## src/rtl/uart_regwin_pkg.sv

```systemverilog
package uart_regwin_pkg;

  localparam int ADDR_W = 12;
  localparam int DATA_W = 32;
  localparam int BYTE_W = 8;
  localparam int IRQ_W  = 11;
  localparam int RSR_W  = 4;
  localparam int FLAG_W = 9;

  // register offsets (software-visible contract)
  localparam logic [ADDR_W-1:0] OFS_DATA    = 12'h000;
  localparam logic [ADDR_W-1:0] OFS_RXSTAT  = 12'h004;
  localparam logic [ADDR_W-1:0] OFS_FLAGS   = 12'h018;
  localparam logic [ADDR_W-1:0] OFS_IMASK   = 12'h038;
  localparam logic [ADDR_W-1:0] OFS_IRAW    = 12'h03C;
  localparam logic [ADDR_W-1:0] OFS_IMASKED = 12'h040;
  localparam logic [ADDR_W-1:0] OFS_ICLEAR  = 12'h044;
  localparam logic [ADDR_W-1:0] OFS_IDENT   = 12'hFE0;

  // plain storage registers: offset and width
  localparam int NSTORE = 7;
  localparam logic [ADDR_W-1:0] STORE_OFS [NSTORE] =
    '{12'h020, 12'h024, 12'h028, 12'h02C, 12'h030, 12'h034, 12'h048};
  localparam int STORE_W [NSTORE] = '{8, 16, 6, 8, 16, 6, 3};

  // interrupt bit positions
  localparam int IB_OVERRUN = 10;
  localparam int IB_TX      = 5;
  localparam int IB_RX      = 4;

  // flag bit positions
  localparam int FB_TXEMPTY = 7;
  localparam int FB_RXFULL  = 6;
  localparam int FB_TXFULL  = 5;
  localparam int FB_RXEMPTY = 4;
  localparam int FB_BUSY    = 3;

  // receive status overrun position
  localparam int RS_OVERRUN = 3;

  function automatic logic [DATA_W-1:0] width_mask(input int w);
    logic [DATA_W-1:0] m;
    m = '0;
    for (int i = 0; i < DATA_W; i++) if (i < w) m[i] = 1'b1;
    return m;
  endfunction

  function automatic logic [BYTE_W-1:0] ident_byte(input logic [ADDR_W-1:0] a);
    case (a)
      12'hFE0: return 8'h11;
      12'hFE4: return 8'h10;
      12'hFE8: return 8'h14;
      12'hFEC: return 8'h00;
      12'hFF0: return 8'h0D;
      12'hFF4: return 8'hF0;
      12'hFF8: return 8'h05;
      12'hFFC: return 8'hB1;
      default: return 8'h00;
    endcase
  endfunction

  function automatic logic [FLAG_W-1:0] pack_flags(input logic tx_empty, input logic rx_full,
                                                   input logic tx_full, input logic rx_empty,
                                                   input logic busy);
    logic [FLAG_W-1:0] f;
    f = '0;
    f[FB_TXEMPTY] = tx_empty;
    f[FB_RXFULL]  = rx_full;
    f[FB_TXFULL]  = tx_full;
    f[FB_RXEMPTY] = rx_empty;
    f[FB_BUSY]    = busy;
    return f;
  endfunction

  // raw status update: clear first, hardware events win
  function automatic logic [IRQ_W-1:0] next_raw(input logic [IRQ_W-1:0] raw,
                                                input logic [IRQ_W-1:0] set_v,
                                                input logic [IRQ_W-1:0] clr_v);
    return (raw & ~clr_v) | set_v;
  endfunction

endpackage

```

## src/rtl/uart_rx_queue.sv

```systemverilog
module uart_rx_queue #(
  parameter int DEPTH = 16,
  parameter int WIDTH = 8
) (
  input  logic             clk,
  input  logic             rst_n,
  input  logic             push,
  input  logic [WIDTH-1:0] push_data,
  input  logic             pop,
  output logic [WIDTH-1:0] head,
  output logic             empty,
  output logic             full,
  output logic             accepted,
  output logic             dropped,
  output logic             drained
);
  localparam int PW = (DEPTH > 1) ? $clog2(DEPTH) : 1;
  localparam int CW = $clog2(DEPTH + 1);
  localparam logic [CW-1:0] CNT_FULL = CW'(DEPTH);
  localparam logic [PW-1:0] PTR_LAST = PW'(DEPTH - 1);

  logic [WIDTH-1:0] mem_q [DEPTH];
  logic [PW-1:0]    wr_ptr_q, rd_ptr_q;
  logic [CW-1:0]    count_q;
  logic             pop_eff;

  assign empty    = (count_q == '0);
  assign full     = (count_q == CNT_FULL);
  assign pop_eff  = pop && !empty;
  assign accepted = push && (!full || pop_eff);
  assign dropped  = push && !accepted;
  assign drained  = pop_eff && (count_q == CW'(1)) && !accepted;
  assign head     = empty ? '0 : mem_q[rd_ptr_q];

  function automatic logic [PW-1:0] ptr_step(input logic [PW-1:0] p);
    return (p == PTR_LAST) ? '0 : p + PW'(1);
  endfunction

  always_ff @(posedge clk or negedge rst_n) begin
    if (!rst_n) begin
      wr_ptr_q <= '0;
      rd_ptr_q <= '0;
      count_q  <= '0;
    end else begin
      if (accepted) wr_ptr_q <= ptr_step(wr_ptr_q);
      if (pop_eff)  rd_ptr_q <= ptr_step(rd_ptr_q);
      case ({accepted, pop_eff})
        2'b10:   count_q <= count_q + CW'(1);
        2'b01:   count_q <= count_q - CW'(1);
        default: count_q <= count_q;
      endcase
    end
  end

  always_ff @(posedge clk) begin
    if (accepted) mem_q[wr_ptr_q] <= push_data;
  end

  AST_NO_OVERFLOW: assert property (@(posedge clk) disable iff (!rst_n)
    count_q <= CNT_FULL);
  AST_FULL_HOLDS: assert property (@(posedge clk) disable iff (!rst_n)
    (full && !pop) |=> full);
endmodule

```

## src/rtl/uart_irq_unit.sv

```systemverilog
module uart_irq_unit
  import uart_regwin_pkg::*;
(
  input  logic             clk,
  input  logic             rst_n,
  input  logic [IRQ_W-1:0] set_vec,
  input  logic [IRQ_W-1:0] clr_vec,
  input  logic             mask_we,
  input  logic [IRQ_W-1:0] mask_wdata,
  output logic [IRQ_W-1:0] raw,
  output logic [IRQ_W-1:0] mask,
  output logic [IRQ_W-1:0] masked,
  output logic             irq
);
  logic [IRQ_W-1:0] raw_q, mask_q;

  always_ff @(posedge clk or negedge rst_n) begin
    if (!rst_n) begin
      raw_q  <= '0;
      mask_q <= '0;
    end else begin
      raw_q <= next_raw(raw_q, set_vec, clr_vec);
      if (mask_we) mask_q <= mask_wdata;
    end
  end

  assign raw    = raw_q;
  assign mask   = mask_q;
  assign masked = raw_q & mask_q;
  assign irq    = |masked;

  AST_CLEAR_TAKES: assert property (@(posedge clk) disable iff (!rst_n)
    (|(clr_vec & ~set_vec)) |=> ((raw_q & $past(clr_vec & ~set_vec)) == '0));
  AST_SET_TAKES: assert property (@(posedge clk) disable iff (!rst_n)
    (|set_vec) |=> ((raw_q & $past(set_vec)) == $past(set_vec)));
endmodule

```

## src/rtl/uart_tx_hold.sv

```systemverilog
module uart_tx_hold #(
  parameter int WIDTH = 8
) (
  input  logic             clk,
  input  logic             rst_n,
  input  logic             load,
  input  logic [WIDTH-1:0] load_data,
  output logic             loaded,
  output logic             tx_valid,
  output logic [WIDTH-1:0] tx_byte,
  input  logic             tx_ready
);
  logic             valid_q;
  logic [WIDTH-1:0] byte_q;

  assign loaded = load && (!valid_q || tx_ready);

  always_ff @(posedge clk or negedge rst_n) begin
    if (!rst_n) begin
      valid_q <= 1'b0;
      byte_q  <= '0;
    end else begin
      if (loaded) begin
        valid_q <= 1'b1;
        byte_q  <= load_data;
      end else if (tx_ready) begin
        valid_q <= 1'b0;
      end
    end
  end

  assign tx_valid = valid_q;
  assign tx_byte  = byte_q;

  AST_TX_HOLD: assert property (@(posedge clk) disable iff (!rst_n)
    (tx_valid && !tx_ready) |=> (tx_valid && $stable(tx_byte)));
endmodule

```

## src/rtl/uart_store_reg.sv

```systemverilog
module uart_store_reg
  import uart_regwin_pkg::*;
#(
  parameter int                WIDTH = 8,
  parameter logic [ADDR_W-1:0] OFS   = '0
) (
  input  logic              clk,
  input  logic              rst_n,
  input  logic              wr,
  input  logic [ADDR_W-1:0] addr,
  input  logic [DATA_W-1:0] wdata,
  output logic [DATA_W-1:0] value
);
  localparam logic [DATA_W-1:0] KEEP = width_mask(WIDTH);
  logic [DATA_W-1:0] val_q;

  always_ff @(posedge clk or negedge rst_n) begin
    if (!rst_n)                  val_q <= '0;
    else if (wr && addr == OFS)  val_q <= wdata & KEEP;
  end

  assign value = val_q;

  AST_WIDTH_KEPT: assert property (@(posedge clk) disable iff (!rst_n)
    (val_q & ~KEEP) == '0);
endmodule

```

## src/rtl/uart_regwin.sv

```systemverilog
module uart_regwin
  import uart_regwin_pkg::*;
#(
  parameter int RX_DEPTH = 16
) (
  input  logic              clk,
  input  logic              rst_n,
  input  logic [ADDR_W-1:0] bus_addr,
  input  logic              bus_wr,
  input  logic [DATA_W-1:0] bus_wdata,
  input  logic              bus_rd,
  output logic [DATA_W-1:0] bus_rdata,
  input  logic              rx_valid,
  input  logic [BYTE_W-1:0] rx_byte,
  output logic              tx_valid,
  output logic [BYTE_W-1:0] tx_byte,
  input  logic              tx_ready,
  output logic              irq
);
  // access decode
  logic wr_data, wr_rxstat, wr_mask, wr_clear, rd_data;
  assign wr_data   = bus_wr && (bus_addr == OFS_DATA);
  assign wr_rxstat = bus_wr && (bus_addr == OFS_RXSTAT);
  assign wr_mask   = bus_wr && (bus_addr == OFS_IMASK);
  assign wr_clear  = bus_wr && (bus_addr == OFS_ICLEAR);
  assign rd_data   = bus_rd && (bus_addr == OFS_DATA);

  // receive queue and its events
  logic [BYTE_W-1:0] q_head;
  logic q_empty, q_full, q_accept, q_drop, q_drained;

  uart_rx_queue #(.DEPTH(RX_DEPTH), .WIDTH(BYTE_W)) rxq_i (
    .clk       (clk),
    .rst_n     (rst_n),
    .push      (rx_valid),
    .push_data (rx_byte),
    .pop       (rd_data),
    .head      (q_head),
    .empty     (q_empty),
    .full      (q_full),
    .accepted  (q_accept),
    .dropped   (q_drop),
    .drained   (q_drained)
  );

  // transmit holding stage
  logic tx_loaded;
  uart_tx_hold #(.WIDTH(BYTE_W)) txh_i (
    .clk       (clk),
    .rst_n     (rst_n),
    .load      (wr_data),
    .load_data (bus_wdata[BYTE_W-1:0]),
    .loaded    (tx_loaded),
    .tx_valid  (tx_valid),
    .tx_byte   (tx_byte),
    .tx_ready  (tx_ready)
  );

  // interrupt events
  logic [IRQ_W-1:0] ev_set, ev_clr, raw_st, mask_st, masked_st;
  always_comb begin
    ev_set = '0;
    ev_set[IB_RX]      = q_accept;
    ev_set[IB_OVERRUN] = q_drop;
    ev_set[IB_TX]      = tx_loaded;
    ev_clr = wr_clear ? bus_wdata[IRQ_W-1:0] : '0;
    ev_clr[IB_RX] = ev_clr[IB_RX] | q_drained;
  end

  uart_irq_unit irq_i (
    .clk        (clk),
    .rst_n      (rst_n),
    .set_vec    (ev_set),
    .clr_vec    (ev_clr),
    .mask_we    (wr_mask),
    .mask_wdata (bus_wdata[IRQ_W-1:0]),
    .raw        (raw_st),
    .mask       (mask_st),
    .masked     (masked_st),
    .irq        (irq)
  );

  // receive status
  logic [RSR_W-1:0] rxstat_q;
  always_ff @(posedge clk or negedge rst_n) begin
    if (!rst_n) begin
      rxstat_q <= '0;
    end else begin
      if (wr_rxstat) rxstat_q <= '0;
      if (q_drop)    rxstat_q[RS_OVERRUN] <= 1'b1;
    end
  end

  // storage registers
  logic [NSTORE-1:0][DATA_W-1:0] store_val;
  for (genvar g = 0; g < NSTORE; g++) begin : g_store
    uart_store_reg #(.WIDTH(STORE_W[g]), .OFS(STORE_OFS[g])) reg_i (
      .clk   (clk),
      .rst_n (rst_n),
      .wr    (bus_wr),
      .addr  (bus_addr),
      .wdata (bus_wdata),
      .value (store_val[g])
    );
  end

  // flags
  logic [FLAG_W-1:0] flags;
  assign flags = pack_flags(1'b1, q_full, tx_valid, q_empty, tx_valid);

  // read mux
  logic [DATA_W-1:0] rd_value;
  always_comb begin
    rd_value = '0;
    case (bus_addr)
      OFS_DATA:    rd_value = DATA_W'(q_head);
      OFS_RXSTAT:  rd_value = DATA_W'(rxstat_q);
      OFS_FLAGS:   rd_value = DATA_W'(flags);
      OFS_IMASK:   rd_value = DATA_W'(mask_st);
      OFS_IRAW:    rd_value = DATA_W'(raw_st);
      OFS_IMASKED: rd_value = DATA_W'(masked_st);
      default: begin
        if (bus_addr >= OFS_IDENT) rd_value = DATA_W'(ident_byte(bus_addr));
        for (int i = 0; i < NSTORE; i++)
          if (bus_addr == STORE_OFS[i]) rd_value = store_val[i];
      end
    endcase
  end

  logic [DATA_W-1:0] rdata_q;
  always_ff @(posedge clk or negedge rst_n) begin
    if (!rst_n)      rdata_q <= '0;
    else if (bus_rd) rdata_q <= rd_value;
  end
  assign bus_rdata = rdata_q;

  AST_RX_RAISE: assert property (@(posedge clk) disable iff (!rst_n)
    q_accept |=> raw_st[IB_RX]);
  AST_DRAIN_CLEAR: assert property (@(posedge clk) disable iff (!rst_n)
    q_drained |=> (!raw_st[IB_RX] && flags[FB_RXEMPTY]));
  AST_DROP_MARKS: assert property (@(posedge clk) disable iff (!rst_n)
    q_drop |=> (raw_st[IB_OVERRUN] && rxstat_q[RS_OVERRUN]));
  AST_RDATA_HOLD: assert property (@(posedge clk) disable iff (!rst_n)
    !bus_rd |=> $stable(bus_rdata));
  AST_TXE_STICKS: assert property (@(posedge clk) disable iff (!rst_n)
    flags[FB_TXEMPTY]);
endmodule

```

## config.mk

```make
export PLATFORM = sky130hd
export DESIGN_NAME = uart_regwin
export DESIGN_NICKNAME = d
export VERILOG_FILES = /design/src/rtl/uart_regwin_pkg.sv /design/src/rtl/uart_rx_queue.sv /design/src/rtl/uart_irq_unit.sv /design/src/rtl/uart_tx_hold.sv /design/src/rtl/uart_store_reg.sv /design/src/rtl/uart_regwin.sv
export SDC_FILE = /design/constraint.sdc
export NUM_CORES = 1
export LEC_CHECK = 0
export CORE_MARGIN = 2
export CORE_UTILIZATION = 58
export CTS_CLUSTER_DIAMETER = 30
export DETAILED_ROUTE_END_ITERATION = 8
export DONT_BUFFER_PORTS = 1
export GPL_TIMING_DRIVEN = 0
export PLACE_DENSITY = 0.74
export SLEW_MARGIN = 5
export SYNTH_ARGS = -nofsm -noshare
export SYNTH_HDL_FRONTEND = slang
export SYNTH_SLANG_ARGS = --single-unit
```

## constraint.sdc

```tcl
create_clock -name clk -period 3.3 [get_ports clk]
set_clock_uncertainty 0.05 [all_clocks]
set_input_delay 0.165 -clock clk [delete_from_list [all_inputs] [get_ports clk]]
set_output_delay 0.165 -clock clk [all_outputs]
set_load 0.01 [all_outputs]
```

== Yosys cells after proc, flatten, opt, wreduce, memory -nomap -nowiden ==
Memories as Yosys holds them, arrays and structs flattened.
Index checks and enable logic that the tools add are counted.
Widths: inputs -> output; s select.
Word-level totals
  memories: 1
  bits in registers: 140
  logic and storage cells: 104
  bits in writable memories: 128
Memory list
  rxq_i.mem_q: words 16, width 8, rd ports 1, clocked after memory_dff 0, wr ports 1, line uart_rx_queue.sv:22  | logic [WIDTH-1:0] mem_q [DEPTH];
Cells by class
  muxes and demuxes: 21
  reduce and logical (&&, ||, !) cells: 30
  $lt $le $gt $ge: 1
  bitwise operators: 5
  add/subtract/negate cells: 4
  equal/unequal tests: 26
Operators by type and width (count)
  $mux 32: 7
  $pmux 32 s6: 1
  $eq 12x6->1 const B: 8
  $eq 12x12->1 const B: 7
  $pmux 8 s7: 1
  $eq 12x7->1 const B: 3
  $and 11x11->11: 2
  $logic_and 1x1->1: 18
  $mux 8: 2
  $eq 12x3->1 const B: 1
  $eq 12x5->1 const B: 1
  $ge 12x12->1 const B: 1
  $logic_not 12->1: 1
  $mux 4: 3
  $mux 11: 1
  $not 11->11: 1
  $or 11x11->11: 1
  $reduce_or 11->1: 1
  $pmux 5 s2: 1
  $add 4x1->4 const B: 2
  $eq 4x4->1 const B: 2
  $reduce_bool 2->1: 3
  $add 5x1->5 const B: 1
  $eq 5x1->1 const B: 1
  other kinds (9): 17

== Depth between registers and ports, before layout ==
  word-level depth: 11
  depth in mapped cells: 11
  depth with buffers taken out: 10

== By module ==
Synthesis repeated with hierarchy kept, for this count alone.
Unflattened totals
  cells, all modules: 1134
  area, all modules: 14515.2 um2
By module, submodules not included
  uart_rx_queue: cells each 295, area an instance 5734.2 um2, instances 1
  uart_regwin: cells each 415, area an instance 3333.2 um2, instances 1
  uart_store_reg (g_store[0].reg_i ...): cells each 46, area an instance 563.0 um2, instances 2
  uart_irq_unit: cells each 72, area an instance 912.1 um2, instances 1
  uart_store_reg (g_store[1].reg_i): cells each 55, area an instance 833.3 um2, instances 1
  uart_store_reg (g_store[4].reg_i): cells each 55, area an instance 819.5 um2, instances 1
  uart_store_reg (g_store[2].reg_i): cells each 44, area an instance 496.7 um2, instances 1
  uart_store_reg (g_store[5].reg_i): cells each 44, area an instance 485.5 um2, instances 1
  uart_store_reg (g_store[6].reg_i): cells each 41, area an instance 392.9 um2, instances 1
  uart_tx_hold: cells each 21, area an instance 381.6 um2, instances 1

== Worst setup path before layout ==
No wires, ideal clock.
  path kind: reg-to-reg
  start: reg rxq_i.count_q[0]
  end: reg rxq_i.count_q[3]
  cell stages (with the launch flop): 12
  required time: 3.171 ns
  arrival time: 2.447 ns
  slack: 0.724 ns
  clock period less this slack: 2.576 ns
  path buffers: 1
  cell sequence: dfrtp_1 -> inv_1 -> ha_1 -> or4b_1 -> and4_1 -> buf_2 -> nand2_1 -> inv_1 -> ha_1 -> nand4b_1 -> a21oi_1 -> xor2_1
Between the ends
  word-level cells in the longest chain between the ends: 7
  elaborated cells on any way between the ends: 13
RTL lines
  from (decl): line uart_rx_queue.sv:24  | logic [CW-1:0] count_q;
  from (signal assigned): line uart_rx_queue.sv:48  | 2'b10: count_q <= count_q + CW'(1);
  from (signal assigned): line uart_rx_queue.sv:49  | 2'b01: count_q <= count_q - CW'(1);
  from (signal assigned): line uart_rx_queue.sv:50  | default: count_q <= count_q;
  $logic_not 5->1 *: line uart_rx_queue.sv:27  | assign empty = (count_q == '0);
  $logic_not 1->1 *: line uart_rx_queue.sv:29  | assign pop_eff = pop && !empty;
  $logic_and 1x1->1 *: line uart_rx_queue.sv:29
  net rxq_i.pop_eff: line uart_rx_queue.sv:25  | logic pop_eff;
  $logic_or 1x1->1: line uart_rx_queue.sv:30  | assign accepted = push && (!full || pop_eff);
  $logic_and 1x1->1: line uart_rx_queue.sv:30
  $eq 2x1->1 or $eq 2x2->1 (tied branches): line uart_rx_queue.sv:47  | case ({accepted, pop_eff})
  $pmux 5 s2 or $reduce_bool 2->1 (tied branches)
The timed path passes the listed nets; every way through them passes the cells marked *.
A chain may end at the register's enable or synchronous reset.

== Worst setup path in the final report ==
  start: reg rxq_i.count_q[0]
  end: mem rxq_i.mem_q[15][0], enable pin
Between the ends
  word-level cells in the longest chain between the ends: 7
  elaborated cells on any way between the ends: 9
RTL lines
  $logic_not 5->1: line uart_rx_queue.sv:27
  $logic_not 1->1: line uart_rx_queue.sv:29
  $logic_and 1x1->1: line uart_rx_queue.sv:29
  $logic_or 1x1->1 *: line uart_rx_queue.sv:30
  $logic_and 1x1->1 *: line uart_rx_queue.sv:30
  $mux 1 *: line uart_rx_queue.sv:56  | if (accepted) mem_q[wr_ptr_q] <= push_data;
  $mux 1 (not written as such) *: line uart_rx_queue.sv:56
  to (decl): line uart_rx_queue.sv:22
Every way passes the cells marked *; elsewhere a longest branch is shown, timed or not.

==> results <==
- The filler cells instantiated in the layout total 1,286.
- For this run, the share of the core covered by cells in the final layout is 70.9%.
- The number of port buffers is 0.
- The synthesized design contains 128 enable-type register cells.
- The post-layout instance count excluding filler cells is 1,183.
- The detailed router placed around 7,600 vias in this run.
- Across the run, the number of max-cap violations was 0.
- The setup slack after layout is 58.1 ps.
- The floorplan has around 50 rows.
- The H-tree depth is 2.
- The number of DRC violations after detailed routing is 0.
- The remaining antenna violation count is 0.
- After synthesis, the netlist uses between 70 and 80 different library cells.
- IR analysis of the VDD net gives a maximum drop of 0.511 mV.
- The final critical delay including setup and external delays is 3240 ps.
- The sort of element at the end of the critical path is a flip-flop.
- Clock-pin slew was measured on the worst setup and hold paths at 50 ps.
- The cell sitting at the root of the clock tree is a sky130_fd_sc_hd__clkbuf_16.
- The count of endpoints failing setup in the final report is 0.
- The start-to-end type of the worst setup path is flip-flop to flip-flop.
- The overall routed net length is 30.7 mm.
- In this run the standard cell core region covers 19,400 µm².
- The cell count after synthesis is 789.
- In the finished design, the share of the clock period the worst path needs comes to 98.2%.
- The floorplan step defined a die boundary enclosing 20,900 µm².
- The insertion delay to the later sink of the worst-skew pair is 550 ps.
- The highest clock rate is 308 MHz.
- In this run the worst path has a maximum fanout of 8.
- The net count of the finished layout is 948.
- At the pin with the least slew margin, the transition time is around 1000 ps.
- In the final routed layout, each cell accounts on average for about 26 µm.
- In the routed layout, each cell is associated on average with a via count of 6.44.
- The iteration count of the initial detailed-routing pass is 5.
- The final number of max-transition violations is 0.
- The floorplan step set the die height to roughly 140 µm.
- The number of antenna violations at the first check in global routing is 0.
- The fraction of layout instances using a drive strength above 1 is between 30% and 40%.
- The total power divided by cell area is 668 nW/µm².
- The sum of net half-perimeters after detailed placement is 19.9 mm.
- The number of buffers added by the clock tree synthesis step is 46.
- The die is 144 µm wide.
- The synthesized design contains 252 register bits.
- The flow ran to the end, and the final reports show no timing, DRC or antenna violations.
- The number of placed instances with taps included is 1,070.
- The number of global-route vias before repair is 7,764.
- 100 I/O pins were placed.
- Yosys printed 0 warnings.
- The overflow left after global routing is 0.
- The startpoint type of the worst setup path is a flip-flop.
- The async set or reset register ratio after synthesis is 49.2%.
- The relative slew slack is between 30% and 40%.
- A synthesized cell averages 14.5 µm².
- At the end of routability-driven placement, the weighted congestion stood at 0.913.
- The first-pass GRT wire length is ~46 mm.
- Setup repair after global routing could not meet its margin everywhere.
- The analysis attributes to cell leakage a power of between 5 and 6 nW.
- The initial utilization of the core area, before any placement, comes to 59.0%.
- For this block, the initial DRC count from the detailed router was around 700.
- Entering global routing, the biggest net connects 125 pins.
- The clock sink count is roughly 250.
- The global-route usage over all layers is 30.1%.
- The CTS tree is done.
- Summing the sequential cell areas from Yosys gives 60.7% of the chip area.
- The signal arrival time at the worst endpoint is 3350 ps.
- The number of endpoints with negative hold slack in the final report came to 0.
- The dominant synthesized flop cell is sky130_fd_sc_hd__edfxtp_1.
- The tightest min-delay check is of the input pin to flip-flop type.
- The number of antenna diodes in the final layout is 0.
- The pre-CTS setup slack is -35.1 ps.
- In this run the cell area of the synthesized design comes to 11,400 µm².
- The final setup TNS is 0 ps.
- The maximum clock insertion buffer count is 3.
- For the worst setup path, the data required time is 3410 ps.
- The area growth from synthesis to final layout is 20.2%.
registers in the layout, indices dropped and copies added, names as in the netlist, 4 cells and up:
register / flops
irq_i.raw: 11
bus_rdata: 16
g_store.reg_i.value: 63
rxq_i.count_q: 5
rxq_i.mem_q: 128
rxq_i.rd_ptr_q: 4
txh_i.tx_byte: 8
irq_i.mask: 11
rxq_i.wr_ptr_q: 4
metrics by stage:
step,power [mW],hold WS (ps),area [µm²]
final,9.19,27.6,13800
after global routing,9.47,34.7,13800
after CTS,9.23,15.7,13700
after detailed placement,4.38,-176,11900
after global placement,4.32,-176,11800
after floorplan,4.16,-181,11500
final cells by class:
class	count	area [µm²]	share of cell area, %
repair buffers	29	305	2.22
plain buffers	64	347	2.52
well taps	265	332	2.41
clock inverters	34	385	2.80
clock buffers	51	1200	8.73
inverters	10	37.5	0.273
flip-flops and latches	252	6950	50.5
multi-input cells	478	4210	30.6
worst max-delay path, stage by stage (launching register included):
cell	delay, ps
sky130_fd_sc_hd__dfrtp_1	430
sky130_fd_sc_hd__inv_1	80
sky130_fd_sc_hd__ha_1	250
sky130_fd_sc_hd__or4b_1	260
sky130_fd_sc_hd__nand4_1	280
sky130_fd_sc_hd__o21ai_2	370
sky130_fd_sc_hd__nand3_1	280
sky130_fd_sc_hd__nor2_1	850
per-layer routing:
layer	vias up	global-route usage, %	part of all wire (%)
li1	3255	-	-
met1	3854	37.4	39
met2	410	49.7	48
met3	97	7.95	8.5
met4	0	14.2	4.4
met5	-	0	0
cell usage in the layout, fill, tap and decap left out, types with 12 or more instances in the layout:
master,instances
sky130_fd_sc_hd__a21oi_1,12
sky130_fd_sc_hd__buf_2,19
sky130_fd_sc_hd__buf_4,21
sky130_fd_sc_hd__clkbuf_1,22
sky130_fd_sc_hd__clkbuf_16,47
sky130_fd_sc_hd__conb_1,16
sky130_fd_sc_hd__dfrtp_1,124
sky130_fd_sc_hd__dlygate4sd3_1,27
sky130_fd_sc_hd__edfxtp_1,128
sky130_fd_sc_hd__mux2_2,91
sky130_fd_sc_hd__mux4_2,32
sky130_fd_sc_hd__nand2_1,34
sky130_fd_sc_hd__nand3_1,24
sky130_fd_sc_hd__nand4_1,13
sky130_fd_sc_hd__nor2_1,35
cells in the mapped netlist (all sizes together) (5+ instances only):
library cell	number	area share [%]
o21ai	13	0.60
a211oi	5	0.33
a21oi	13	0.67
and2	9	0.49
nor2b	5	0.27
ha	9	0.98
nand2b	5	0.27
inv	10	0.33
mux2i	10	0.87
a22o	5	0.38
edfxtp	128	34
buf	45	2.4
a41oi	5	0.38
o2bb2ai	8	0.61
nor4	6	0.59
clkbuf	19	0.62
nor2	41	1.3
mux4	32	6.3
nor3	10	0.58
nand4	13	0.71
a21boi	8	0.52
and4	6	0.46
nand2	37	1.3
nand3	25	1.1
dfrtp	124	27
mux2	91	9.0
o22ai	5	0.27
a21o	11	0.72
nor4b	5	0.83
a22oi	11	0.72
and3	9	0.49
where the power goes:
part / internal (mW) / switching [mW] / total, mW
Combinational: 0.270 / 0.505 / 0.774
Sequential: 3.55 / 0.124 / 3.67
Clock: 3.02 / 1.73 / 4.74
Total: 6.84 / 2.35 / 9.19
worst paths after layout:
check / slack [ps] / startpoint / depth (start not counted) / endpoint
max reg2reg: 60 / rxq_i.count_q[0] / 7 / rxq_i.mem_q[15][0]
min: 30 / tx_ready / 3 / irq_i.raw[5]
max in group asynchronous: 2480 / rst_n / 2 / g_store[4].reg_i.value[6]
min in group asynchronous: 260 / rst_n / 2 / rxq_i.rd_ptr_q[3]
max: 60 / rxq_i.count_q[0] / 7 / rxq_i.mem_q[15][0]
min reg2reg: 450 / g_store[4].reg_i.value[3] / 1 / g_store[4].reg_i.value[3]
kinds of logic (layout without fill, tap and decap cells):
| logic type | after synthesis | after routing | share of synthesized area, % |
|---|---|---|---|
| AO/OA/AOI/OAI | 126 | 126 | 8.54 |
| XOR/XNOR | 7 | 7 | 0.536 |
| adder cells (fa/ha/maj) | 9 | 9 | 0.984 |
| buffers and inverters | 74 | 188 | 3.36 |
| flip-flops | 252 | 252 | 60.7 |
| multiplexers | 133 | 133 | 16.1 |
| other | 1 | 16 | 0.0328 |
| AND/OR/NAND/NOR | 187 | 187 | 9.72 |
what timing repair did:
action                                 CTS  global route
hold buffers                            28             0
endpoints found under the hold margin  318             0
setup endpoints to repair                8            74
setup buffers                            0             0
resized for setup                        1             6
No activity file was read; power rests on OpenSTA's default activity.
